`config.mk`:
```
export PLATFORM = sky130hd
export DESIGN_NAME = vliw_bundle_packer
export DESIGN_NICKNAME = d
export VERILOG_FILES = /design/src/rtl/vp_pkg.sv /design/src/rtl/vp_lane_alloc.sv /design/src/rtl/vp_dep_check.sv /design/src/rtl/vp_bundle_reg.sv /design/src/rtl/vliw_bundle_packer.sv
export SDC_FILE = /design/constraint.sdc
export NUM_CORES = 1
export LEC_CHECK = 0
export BUFFER_PORTS_ARGS = -buffer_cell sky130_fd_sc_hd__buf_2
export CORE_MARGIN = 4
export CORE_UTILIZATION = 30
export CTS_CLUSTER_DIAMETER = 40
export DETAILED_ROUTE_END_ITERATION = 8
export GPL_ROUTABILITY_DRIVEN = 0
export MAX_ROUTING_LAYER = met4
export PLACE_DENSITY = 0.57
export SYNTH_ARGS = -nofsm -noshare
export SYNTH_HDL_FRONTEND = slang
export SYNTH_SLANG_ARGS = --single-unit
```
`constraint.sdc`:
```
create_clock -name clk -period 2.1 [get_ports clk]
set_input_delay 0.105 -clock clk [delete_from_list [all_inputs] [get_ports clk]]
set_output_delay 0.105 -clock clk [all_outputs]
set_load 0.005 [all_outputs]
```
`src/rtl/vp_pkg.sv`:
```
package vp_pkg;

   typedef enum logic [2:0] {
      CLS_FMAD   = 3'd0,
      CLS_FADD   = 3'd1,
      CLS_FMUL   = 3'd2,
      CLS_IADD   = 3'd3,
      CLS_TRANS  = 3'd4,
      CLS_DOT    = 3'd5,
      CLS_BRANCH = 3'd6,
      CLS_RSVD   = 3'd7
   } op_cls_e;

   localparam int CLS_W = 3;

   function automatic logic cls_is_branch(input logic [CLS_W-1:0] c);
      return op_cls_e'(c) == CLS_BRANCH;
   endfunction

endpackage

```
`src/rtl/vp_lane_alloc.sv`:
```
module vp_lane_alloc
   import vp_pkg::*;
#(
   parameter int LANES = 5,
   parameter int DOT_W = 4
) (
   input  logic [LANES-1:0] occ,
   input  logic [CLS_W-1:0] cls,
   output logic             fits,
   output logic [LANES-1:0] place
);

   localparam int LOW = LANES - 1;
   localparam int TOP = LANES - 1;
   localparam logic [LANES-1:0] DOT_MASK = LANES'((1 << DOT_W) - 1);

   logic [LOW-1:0] low_pick;
   logic [LOW:0]   seen_free;

   assign seen_free[0] = 1'b0;

   generate
      for (genvar i = 0; i < LOW; i++) begin : g_pick
         assign low_pick[i]    = ~occ[i] & ~seen_free[i];
         assign seen_free[i+1] = seen_free[i] | ~occ[i];
      end
   endgenerate

   always_comb begin
      place = '0;
      fits  = 1'b0;
      case (op_cls_e'(cls))
         CLS_BRANCH: begin
            fits = 1'b1;
         end
         CLS_TRANS: begin
            if (!occ[TOP]) begin
               place[TOP] = 1'b1;
               fits       = 1'b1;
            end
         end
         CLS_DOT: begin
            if ((occ & DOT_MASK) == '0) begin
               place = DOT_MASK;
               fits  = 1'b1;
            end
         end
         default: begin
            if (|low_pick) begin
               place[LOW-1:0] = low_pick;
               fits           = 1'b1;
            end else if (!occ[TOP]) begin
               place[TOP] = 1'b1;
               fits       = 1'b1;
            end
         end
      endcase
   end

endmodule

```
`src/rtl/vp_dep_check.sv`:
```
module vp_dep_check #(
   parameter int LANES = 5,
   parameter int REG_W = 6
) (
   input  logic [LANES-1:0]            vld,
   input  logic [LANES-1:0][REG_W-1:0] dst,
   input  logic [REG_W-1:0]            src_a,
   input  logic [REG_W-1:0]            src_b,
   output logic                        hit
);

   logic [LANES-1:0] lane_hit;

   generate
      for (genvar i = 0; i < LANES; i++) begin : g_cmp
         assign lane_hit[i] = vld[i] & ((dst[i] == src_a) | (dst[i] == src_b));
      end
   endgenerate

   assign hit = |lane_hit;

endmodule

```
`src/rtl/vp_bundle_reg.sv`:
```
module vp_bundle_reg #(
   parameter int W = 8
) (
   input  logic         clk,
   input  logic         rst_n,
   input  logic         load,
   input  logic [W-1:0] d,
   input  logic         ready,
   output logic         valid,
   output logic [W-1:0] q
);

   always_ff @(posedge clk) begin
      if (!rst_n) begin
         valid <= 1'b0;
         q     <= '0;
      end else if (load) begin
         valid <= 1'b1;
         q     <= d;
      end else if (ready) begin
         valid <= 1'b0;
      end
   end

   AST_BND_HOLD: assert property (@(posedge clk) disable iff (!rst_n) valid && !ready |=> valid && $stable(q));
   AST_NO_CLOBBER: assert property (@(posedge clk) disable iff (!rst_n) load |-> (!valid || ready));

endmodule

```
`src/rtl/vliw_bundle_packer.sv`:
```
module vliw_bundle_packer
   import vp_pkg::*;
#(
   parameter int LANES = 5,
   parameter int DOT_W = 4,
   parameter int REG_W = 6
) (
   input  logic                     clk,
   input  logic                     rst_n,
   input  logic                     flush,
   input  logic                     op_valid,
   output logic                     op_ready,
   input  logic [2:0]               op_cls,
   input  logic [REG_W-1:0]         op_src_a,
   input  logic [REG_W-1:0]         op_src_b,
   input  logic [REG_W-1:0]         op_dst,
   output logic                     bnd_valid,
   input  logic                     bnd_ready,
   output logic [LANES-1:0]         bnd_lane_vld,
   output logic [3*LANES-1:0]       bnd_lane_cls,
   output logic [REG_W*LANES-1:0]   bnd_lane_src_a,
   output logic [REG_W*LANES-1:0]   bnd_lane_src_b,
   output logic [REG_W*LANES-1:0]   bnd_lane_dst,
   output logic                     bnd_br_vld,
   output logic [REG_W-1:0]         bnd_br_src_a,
   output logic [REG_W-1:0]         bnd_br_src_b,
   output logic [REG_W-1:0]         bnd_br_tgt
);

   localparam int TOP   = LANES - 1;
   localparam int LANEW = 1 + CLS_W + 3 * REG_W;
   localparam int PW    = LANES * LANEW + 1 + 3 * REG_W;

   generate
      if (LANES < 2) begin : g_bad_lanes
         $error("vliw_bundle_packer: LANES must be at least 2");
      end
      if (DOT_W < 1 || DOT_W > LANES - 1) begin : g_bad_dot
         $error("vliw_bundle_packer: DOT_W must fit below the top lane");
      end
      if (REG_W < 1) begin : g_bad_reg
         $error("vliw_bundle_packer: REG_W must be positive");
      end
   endgenerate

   // open bundle
   logic [LANES-1:0]            opn_vld;
   logic [LANES-1:0][CLS_W-1:0] opn_cls;
   logic [LANES-1:0][REG_W-1:0] opn_a;
   logic [LANES-1:0][REG_W-1:0] opn_b;
   logic [LANES-1:0][REG_W-1:0] opn_dst;
   logic                        flush_pend;

   // open bundle with the offered operation merged in
   logic [LANES-1:0]            mrg_vld;
   logic [LANES-1:0][CLS_W-1:0] mrg_cls;
   logic [LANES-1:0][REG_W-1:0] mrg_a;
   logic [LANES-1:0][REG_W-1:0] mrg_b;
   logic [LANES-1:0][REG_W-1:0] mrg_dst;

   logic             lane_fits;
   logic [LANES-1:0] lane_place;
   logic             dep_hit;
   logic             is_br;
   logic             open_any;
   logic             emit_ok;
   logic             flush_req;
   logic             take_op;
   logic             emit;
   logic             emit_mrg;
   logic             flush_pend_d;
   logic [PW-1:0]    emit_word;
   logic [PW-1:0]    bnd_q;
   logic             bnd_valid_w;

   vp_lane_alloc #(
      .LANES (LANES),
      .DOT_W (DOT_W)
   ) u_alloc (
      .occ   (opn_vld),
      .cls   (op_cls),
      .fits  (lane_fits),
      .place (lane_place)
   );

   vp_dep_check #(
      .LANES (LANES),
      .REG_W (REG_W)
   ) u_dep (
      .vld   (opn_vld),
      .dst   (opn_dst),
      .src_a (op_src_a),
      .src_b (op_src_b),
      .hit   (dep_hit)
   );

   assign is_br     = cls_is_branch(op_cls);
   assign open_any  = |opn_vld;
   assign emit_ok   = ~bnd_valid_w | bnd_ready;
   assign flush_req = flush | flush_pend;

   always_comb begin
      mrg_vld = opn_vld | lane_place;
      for (int i = 0; i < LANES; i++) begin
         mrg_cls[i] = lane_place[i] ? op_cls   : opn_cls[i];
         mrg_a[i]   = lane_place[i] ? op_src_a : opn_a[i];
         mrg_b[i]   = lane_place[i] ? op_src_b : opn_b[i];
         mrg_dst[i] = lane_place[i] ? op_dst   : opn_dst[i];
      end
   end

   // sequencing: flush first, then the offered operation
   always_comb begin
      take_op      = 1'b0;
      emit         = 1'b0;
      emit_mrg     = 1'b0;
      flush_pend_d = 1'b0;
      if (flush_req) begin
         if (open_any) begin
            if (emit_ok) emit = 1'b1;
            else         flush_pend_d = 1'b1;
         end
      end else if (op_valid) begin
         if ((dep_hit || !lane_fits) && open_any) begin
            emit = emit_ok;
         end else if (is_br || (&mrg_vld)) begin
            if (emit_ok) begin
               take_op  = 1'b1;
               emit     = 1'b1;
               emit_mrg = 1'b1;
            end
         end else begin
            take_op = 1'b1;
         end
      end
   end

   assign op_ready = take_op;

   always_comb begin
      if (emit_mrg) begin
         emit_word = {mrg_vld, mrg_cls, mrg_a, mrg_b, mrg_dst,
                      is_br,
                      is_br ? op_src_a : {REG_W{1'b0}},
                      is_br ? op_src_b : {REG_W{1'b0}},
                      is_br ? op_dst   : {REG_W{1'b0}}};
      end else begin
         emit_word = {opn_vld, opn_cls, opn_a, opn_b, opn_dst,
                      1'b0, {REG_W{1'b0}}, {REG_W{1'b0}}, {REG_W{1'b0}}};
      end
   end

   always_ff @(posedge clk) begin
      if (!rst_n) begin
         opn_vld    <= '0;
         opn_cls    <= '0;
         opn_a      <= '0;
         opn_b      <= '0;
         opn_dst    <= '0;
         flush_pend <= 1'b0;
      end else begin
         flush_pend <= flush_pend_d;
         if (emit) begin
            opn_vld <= '0;
            opn_cls <= '0;
            opn_a   <= '0;
            opn_b   <= '0;
            opn_dst <= '0;
         end else if (take_op) begin
            opn_vld <= mrg_vld;
            opn_cls <= mrg_cls;
            opn_a   <= mrg_a;
            opn_b   <= mrg_b;
            opn_dst <= mrg_dst;
         end
      end
   end

   vp_bundle_reg #(
      .W (PW)
   ) u_out (
      .clk   (clk),
      .rst_n (rst_n),
      .load  (emit),
      .d     (emit_word),
      .ready (bnd_ready),
      .valid (bnd_valid_w),
      .q     (bnd_q)
   );

   assign bnd_valid = bnd_valid_w;
   assign {bnd_lane_vld, bnd_lane_cls, bnd_lane_src_a, bnd_lane_src_b, bnd_lane_dst,
           bnd_br_vld, bnd_br_src_a, bnd_br_src_b, bnd_br_tgt} = bnd_q;

   // lane legality on the output side
   generate
      for (genvar i = 0; i < TOP; i++) begin : g_lane_chk
         AST_TRANS_LANE: assert property (@(posedge clk) disable iff (!rst_n) bnd_valid && bnd_lane_vld[i] |-> op_cls_e'(bnd_lane_cls[3*i +: 3]) != CLS_TRANS);
         AST_BR_NODEP: assert property (@(posedge clk) disable iff (!rst_n) bnd_valid && bnd_br_vld && bnd_lane_vld[i] |-> (bnd_lane_dst[REG_W*i +: REG_W] != bnd_br_src_a) && (bnd_lane_dst[REG_W*i +: REG_W] != bnd_br_src_b));
      end
      for (genvar i = 0; i < DOT_W; i++) begin : g_dot_chk
         AST_DOT_GROUP: assert property (@(posedge clk) disable iff (!rst_n) bnd_valid && bnd_lane_vld[i] && op_cls_e'(bnd_lane_cls[3*i +: 3]) == CLS_DOT |-> &bnd_lane_vld[DOT_W-1:0]);
      end
   endgenerate

   AST_TOP_LAST: assert property (@(posedge clk) disable iff (!rst_n) bnd_valid && bnd_lane_vld[TOP] && op_cls_e'(bnd_lane_cls[3*TOP +: 3]) != CLS_TRANS |-> &bnd_lane_vld[TOP-1:0]);
   AST_ONE_LANE: assert property (@(posedge clk) disable iff (!rst_n) op_valid && op_ready && op_cls_e'(op_cls) != CLS_DOT |-> $onehot0(lane_place));
   AST_NONEMPTY: assert property (@(posedge clk) disable iff (!rst_n) bnd_valid |-> (|bnd_lane_vld) || bnd_br_vld);
   AST_FLUSH_OUT: assert property (@(posedge clk) disable iff (!rst_n) flush && open_any && emit_ok |=> bnd_valid);
   AST_CLOSE_STALL: assert property (@(posedge clk) disable iff (!rst_n) op_valid && dep_hit && !flush_req |-> !op_ready);

endmodule

```
After elaboration in Yosys (flattened, before gate mapping)
Index checks and enable logic that the tools add are counted.
{"block": "op_classes", "add_sub_neg": 0, "n_mul": 0, "n_div": 0, "n_lt_le_gt_ge": 0, "eq_ne": 13, "shift": 0, "n_mux": 49, "bitwise_logic": 26, "n_reduce_logical": 13}
{"cell": "129-bit 2-to-1 mux", "count": 1}
{"cell": "6-bit 2-to-1 mux", "count": 18}
{"cell": "6-bit == test", "count": 10}
{"cell": "1-bit 2-to-1 mux", "count": 20}
{"cell": "3-bit 2-to-1 mux", "count": 5}
{"cell": "5-bit OR reduction", "count": 2}
{"cell": "3-bit == test (second input constant)", "count": 3}
{"cell": "1-bit OR", "count": 9}
{"cell": "1-bit bitwise AND", "count": 8}
{"cell": "4-bit 2-to-1 mux", "count": 2}
{"cell": "1-bit NOT", "count": 8}
{"cell": "4-bit case mux with 2 select lines", "count": 1}
{"cell": "1-bit case mux with 3 select lines", "count": 2}
{"cell": "5-bit zero test", "count": 1}
{"cell": "5-bit OR", "count": 1}
{"cell": "5-bit AND reduction", "count": 1}
{"cell": "2-bit OR reduction", "count": 2}
{"cell": "4-bit OR reduction", "count": 1}
{"cell": "3-bit AND reduction", "count": 1}
{"cell": "1-bit logical OR", "count": 2}
{"cell": "2-bit nonzero test", "count": 1}
{"cell": "1-bit logical AND", "count": 1}
{"cell": "1-bit zero test", "count": 1}
{"block": "totals", "ff_bits": 241, "latchBits": 0, "ram_bits": 0, "mem_bits_ro": 0, "in_bits": 26, "out_inout_bits": 131, "wordCells": 125, "n_memories": 0}

Logic depth before layout (Yosys ltp)
{"block": "depth", "word_depth": 16, "ltp_mapped": 11, "ltp_nobuf": 7}

Hierarchy
Synthesis repeated with hierarchy kept, for this count alone.
{"block": "unflattened", "cells_unflattened": 1169, "hier_area_um2": 12114.1}
{"mod": "vliw_bundle_packer", "instances": 1, "cells_each": 633, "area_per_inst_um2": 6188.4, "seq_area_each_um2": 2222.1}
{"mod": "vp_bundle_reg", "instances": 1, "cells_each": 419, "area_per_inst_um2": 5013.6, "seq_area_each_um2": 2602.5}
{"mod": "vp_dep_check", "instances": 1, "cells_each": 98, "area_per_inst_um2": 772.0, "seq_area_each_um2": 0.0}
{"mod": "vp_lane_alloc", "instances": 1, "cells_each": 19, "area_per_inst_um2": 140.1, "seq_area_each_um2": 0.0}

Worst setup path before layout
Ideal clock, no wire load.
{"block": "synth_path", "path_kind": "register to register", "startpoint": "register opn_vld[0]", "endpoint": "register u_out.q[10]", "setup_time_ns": 0.059, "t_arrival_ns": 2.178, "t_required_ns": 2.041, "slack_ns": -0.137, "stages_incl_launch_ff": 10, "n_path_buf": 3, "period_less_slack_ns": 2.237, "cell_sequence": "dfxtp_1 > buf_2 > nor4_4 > a21oi_1 > nor4_2 > nand4_1 > buf_4 > nor4b_4 > buf_6 > a22o_1"}
{"block": "synth_via", "elab_chain_len": 16, "elab_cells_between_ends": 36, "classes_between": "mux (17); bitwise (10); reduce/logical (9)"}
{"item": "start: declaration", "line_no": "vliw_bundle_packer.sv:47", "text": "logic [LANES-1:0] opn_vld;"}
{"item": "start signal: assignment", "line_no": "vliw_bundle_packer.sv:170", "text": "opn_vld <= mrg_vld;"}
{"item": "1-bit NOT", "line_no": "vp_lane_alloc.sv:24, vp_lane_alloc.sv:25"}
{"item": "1-bit OR (2 in a row)", "line_no": "vp_lane_alloc.sv:25", "text": "assign seen_free[i+1] = seen_free[i] | ~occ[i];"}
{"item": "1-bit NOT", "line_no": "vp_lane_alloc.sv:24", "text": "assign low_pick[i] = ~occ[i] & ~seen_free[i];"}
{"item": "1-bit bitwise AND", "line_no": "vp_lane_alloc.sv:24"}
{"item": "4-bit OR reduction", "line_no": "vp_lane_alloc.sv:49", "text": "if (|low_pick) begin"}
{"item": "1-bit 2-to-1 mux / 4-bit 2-to-1 mux (equally long branches)", "line_no": "vp_lane_alloc.sv:49"}
{"item": "1-bit case mux with 3 select lines / 4-bit case mux with 2 select lines (equally long branches)", "line_no": "vp_lane_alloc.sv:32", "text": "case (op_cls_e'(cls))"}
{"item": "5-bit OR", "line_no": "vliw_bundle_packer.sv:103", "text": "mrg_vld = opn_vld | lane_place;"}
{"item": "5-bit AND reduction", "line_no": "vliw_bundle_packer.sv:126", "text": "end else if (is_br || (&mrg_vld)) begin"}
{"item": "1-bit logical OR", "line_no": "vliw_bundle_packer.sv:126"}
{"item": "1-bit 2-to-1 mux", "line_no": "vliw_bundle_packer.sv:126"}
{"item": "1-bit 2-to-1 mux", "line_no": "vliw_bundle_packer.sv:124", "text": "if ((dep_hit || !lane_fits) && open_any) begin"}
{"item": "1-bit 2-to-1 mux", "line_no": "vliw_bundle_packer.sv:123", "text": "end else if (op_valid) begin"}
{"item": "1-bit 2-to-1 mux", "line_no": "vliw_bundle_packer.sv:118", "text": "if (flush_req) begin"}
{"item": "129-bit 2-to-1 mux", "line_no": "vliw_bundle_packer.sv:141", "text": "if (emit_mrg) begin"}
{"item": "end signal: assignment", "line_no": "vp_bundle_reg.sv:16", "text": "q <= '0;"}
{"item": "end signal: assignment", "line_no": "vp_bundle_reg.sv:19", "text": "q <= d;"}
{"item": "end: declaration", "line_no": "vp_bundle_reg.sv:10", "text": "output logic [W-1:0] q"}
Parallel ways exist; a longest one is shown, timed or not.
A chain may end at the register's enable or synchronous reset.

Worst setup path after layout
{"block": "layout_path", "startpoint": "register opn_dst[18] in the netlist's numbering", "endpoint": "register opn_cls[2] in the netlist's numbering"}
{"block": "layout_via", "elab_chain_len": 10, "elab_cells_between_ends": 14, "classes_between": "eq/ne (2); mux (6); bitwise (2); reduce/logical (4)"}
{"item": "start: declaration", "line_no": "vliw_bundle_packer.sv:51", "text": "logic [LANES-1:0][REG_W-1:0] opn_dst;"}
{"item": "start signal: assignment", "line_no": "vliw_bundle_packer.sv:174", "text": "opn_dst <= mrg_dst;"}
{"item": "6-bit == test", "line_no": "vp_dep_check.sv:16", "text": "assign lane_hit[i] = vld[i] & ((dst[i] == src_a) | (dst[i] == src_b));"}
{"item": "1-bit OR *", "line_no": "vp_dep_check.sv:16"}
{"item": "1-bit bitwise AND *", "line_no": "vp_dep_check.sv:16"}
{"item": "5-bit OR reduction *", "line_no": "vp_dep_check.sv:20", "text": "assign hit = |lane_hit;"}
{"item": "1-bit logical OR *", "line_no": "vliw_bundle_packer.sv:124"}
{"item": "1-bit logical AND *", "line_no": "vliw_bundle_packer.sv:124"}
{"item": "1-bit 2-to-1 mux", "line_no": "vliw_bundle_packer.sv:124"}
{"item": "1-bit 2-to-1 mux", "line_no": "vliw_bundle_packer.sv:123"}
{"item": "1-bit 2-to-1 mux", "line_no": "vliw_bundle_packer.sv:118"}
{"item": "2-bit OR reduction (no source line)"}
{"item": "end signal: assignment", "line_no": "vliw_bundle_packer.sv:171", "text": "opn_cls <= mrg_cls;"}
{"item": "end: declaration", "line_no": "vliw_bundle_packer.sv:48", "text": "logic [LANES-1:0][CLS_W-1:0] opn_cls;"}
Mark *: on every way between the ends. The rest lies on a longest branch, timed or not.

==> out/results.ini <==
[sta]
slew_headroom_pct=50.4
worstMarginPinSlew_ns=0.744
hold_viol_final=0
slew_violations=0
setup_ws_ns=-0.379
holdWs_ns=0.0678
setup_viol=241
clock.fmax_mhz=403
rsz0062_at_grt=true
finalCriticalPeriod_ns=2.48
fin_skew_ns=0.0178
min_period_over_period_pct=118

[clocking]
clock_path_buffers=3
clkTransAtPathRegs_ns=0.06
htree_num_levels=2
cts_tree=yes
clock_latency_ns=0.53
cts.sinks=241
numCtsBuffers=35
root_buffer=clkbuf_16

[drt]
drt-pass1-iter-count=6
vias=13000
drtIter0Drc=1329
via_per_inst=5.94
wl_um=52800
drc=0
ant_nets=0
routedWlPerCell_um=24.1

[worst_hold_path]
worstHoldPathCells=4
holdPathEnd=opn_cls[4]
hold_path.class=input port to flop
worstHoldStart=op_cls[1]

[pwr]
ir_drop_mv=0.529
clock_power_share_pct=42.4
p_leak_nw=6.20
power.density_nw_per_um2=781
combPwrFrac_pct=20.3
switchingPower_mw=3.97
p_int_mw=9.55
finalPower_mw=13.5
p_seq_share_pct=37.2
sw_frac_of_total_pct=29.4

[run_status]
failed_checks=setup timing
outcome=finished with violations

[placement]
post-dp-hpwl_um=31800
io_buffer_count=156
pre_cts_slack_ns=-0.311

[layout]
utilization_pct=44.9
seqCellArea_sq_um=4850
multi_input_area_sq_um=6640
layout_commonest_cell=dfxtp_1
drive_gt1_share_pct=36.9
nets=1675
layout_common_cells=dfxtp_1, o21ai_0, nand3_1
area_growth_pct=48.2
nFillCells=3746

[synth]
ys_async_sr_fraction_pct=0
syn-num-nets=1418
yosysSeqAreaShare_pct=41.3
ys_seq_elements=241
synthCells=1392
avgSynthCellArea_sq_um=8.40
yosys_warnings=0
synth-edff-count=0
synthFlopType=dfxtp_1
mappedNetlistArea_sq_um=11700
ys_types=47

[global_routing]
grtUsageMet1_pct=29.6
grt_max_degree=66
grt_util_met2_pct=36.3
antenna_found_initial=6
grt_overflow=0
track_usage_pct=23.0
busiest_layer=met2
grt_pass1_vias=12400
grt_pass1_wl_um=74600
met3_usage_pct=3.97

[critical_path]
critPathKind=flop to flop
r2r_setup_slack_ns=-0.38
arrival_ns=2.93
crit_path_max_fanout=8
r2r-end=opn_cls[2]
critPathRequiredTime_ns=2.55
start_kind=flop
end_kind=flop
r2r-start=opn_dst[18]
rr_worst_depth=9

[die]
coreArea_sq_um=38600
io_pins=157
dieArea_sq_um=42200
rows=72
die_h_um=205
die_x_um=205
start_util_pct=30.3

[flow_run]
maxCapViolCount=0

-- metal layers --
layer,part of all wire (%),wire length [um]
met5,0,0
met4,4.4,2320
met3,8.1,4260
met2,47,24600
met1,41,21700
-- sequential cells by signal, summed over array words and instances, names as in the netlist --
| name | count |
|---|---|
| u_out.valid | 1 |
| flush_pend | 1 |
| opn_cls | 15 |
| u_out.q | 129 |
| opn_dst | 30 |
| opn_b | 30 |
| opn_vld | 5 |
| opn_a | 30 |
-- kinds of logic after synthesis --
group | after synthesis | share of synthesized area (%)
AOI/OAI and AO/OA | 588 | 32.5
xor gates and xnor gates | 60 | 4.50
buffers and inverters | 211 | 8.30
DFF | 241 | 41.3
and+or+nand+nor | 292 | 13.4
-- per-stage QoR --
step,cells,TNS (ns),instance area [sq um]
CTS,2155,-80.18,16200
global route,2193,-91.22,17300
global placement,2060,-56.47,14200
detailed placement,2060,-57.58,14200
floorplan,1392,-1.13,11800
finish,2193,-71.40,17300
-- synthesized netlist by cell type (2+ instances only) --
| cell type | n | area share [%] |
|---|---|---|
| nor3_1 | 4 | 0.17 |
| nor2b_1 | 4 | 0.21 |
| buf_6 | 4 | 0.39 |
| nand3_1 | 196 | 8.4 |
| xnor2_1 | 30 | 2.2 |
| a32o_1 | 2 | 0.17 |
| buf_2 | 42 | 1.8 |
| and3_1 | 5 | 0.27 |
| o21ai_0 | 213 | 9.1 |
| nor4_1 | 11 | 0.59 |
| a21boi_0 | 4 | 0.26 |
| a22o_1 | 18 | 1.3 |
| buf_1 | 9 | 0.29 |
| or2_2 | 2 | 0.11 |
| inv_1 | 4 | 0.13 |
| dfxtp_1 | 241 | 41 |
| and2_1 | 3 | 0.16 |
| xor2_1 | 30 | 2.2 |
| a21o_1 | 3 | 0.19 |
| clkbuf_1 | 126 | 4.0 |
| buf_4 | 24 | 1.5 |
| nand2b_1 | 3 | 0.16 |
| a311oi_1 | 103 | 7.7 |
| nand2_1 | 10 | 0.32 |
| a21oi_1 | 118 | 5.1 |
| a211oi_1 | 113 | 7.3 |
| o221ai_1 | 2 | 0.15 |
| a21bo_2 | 4 | 0.34 |
| nor2_1 | 14 | 0.45 |
| nand4_1 | 33 | 1.8 |
-- layout make-up --
type                    instances  area share (%)
diodes                          4          0.0578
clock buffers                  44            5.72
clock inverters                15           0.831
inverters                       4          0.0939
multi-input cells             941            38.3
flip-flops and latches        241            28.0
well taps                     518            3.74
repair buffers                426            23.2
-- what timing repair did --
item | 4_1_cts | 5_1_grt
pin swaps | 31 | 56
cloned | 9 | 19
hold endpoints to repair | 24 | 0
gates resized for setup | 80 | 122
hold buffers | 10 | 0
setup buffers | 17 | 18
setup endpoints to repair | 241 | 241
-- power groups by stage --
stage	Sequential (mW)	Clock, mW	Combinational (mW)
6_report	5.04	5.74	2.75
5_1_grt	5.06	6.00	2.91
4_1_cts	5.03	5.81	2.42
2_1_floorplan	5.09	0	1.15
3_3_place_gp	5.11	0	2.14
3_5_place_dp	5.11	0	2.16
-- worst max-delay path by stage --
stage,cells after the start,from,slack (ns),to
floorplan,9,opn_vld[0],-0.07,u_out.q[10]
global placement,9,opn_vld[0],-0.34,u_out.q[6]
detailed placement,9,opn_vld[0],-0.31,u_out.q[9]
CTS,9,opn_vld[2],-0.39,op_ready
global route,8,opn_dst[24],-0.47,op_ready
finish,9,opn_dst[18],-0.38,opn_cls[2]
-- worst max-delay path, cell delays in order, from the launching register on --
cell	delay, ns
dfxtp_1	0.44
xor2_1	0.27
nor4_4	0.09
nor4_4	0.30
buf_4	0.18
buf_6	0.10
nand3_4	0.13
a211o_4	0.46
bufbuf_16	0.31
a21oi_1	0.11
Note: power is estimated with default switching activity, not from simulation.
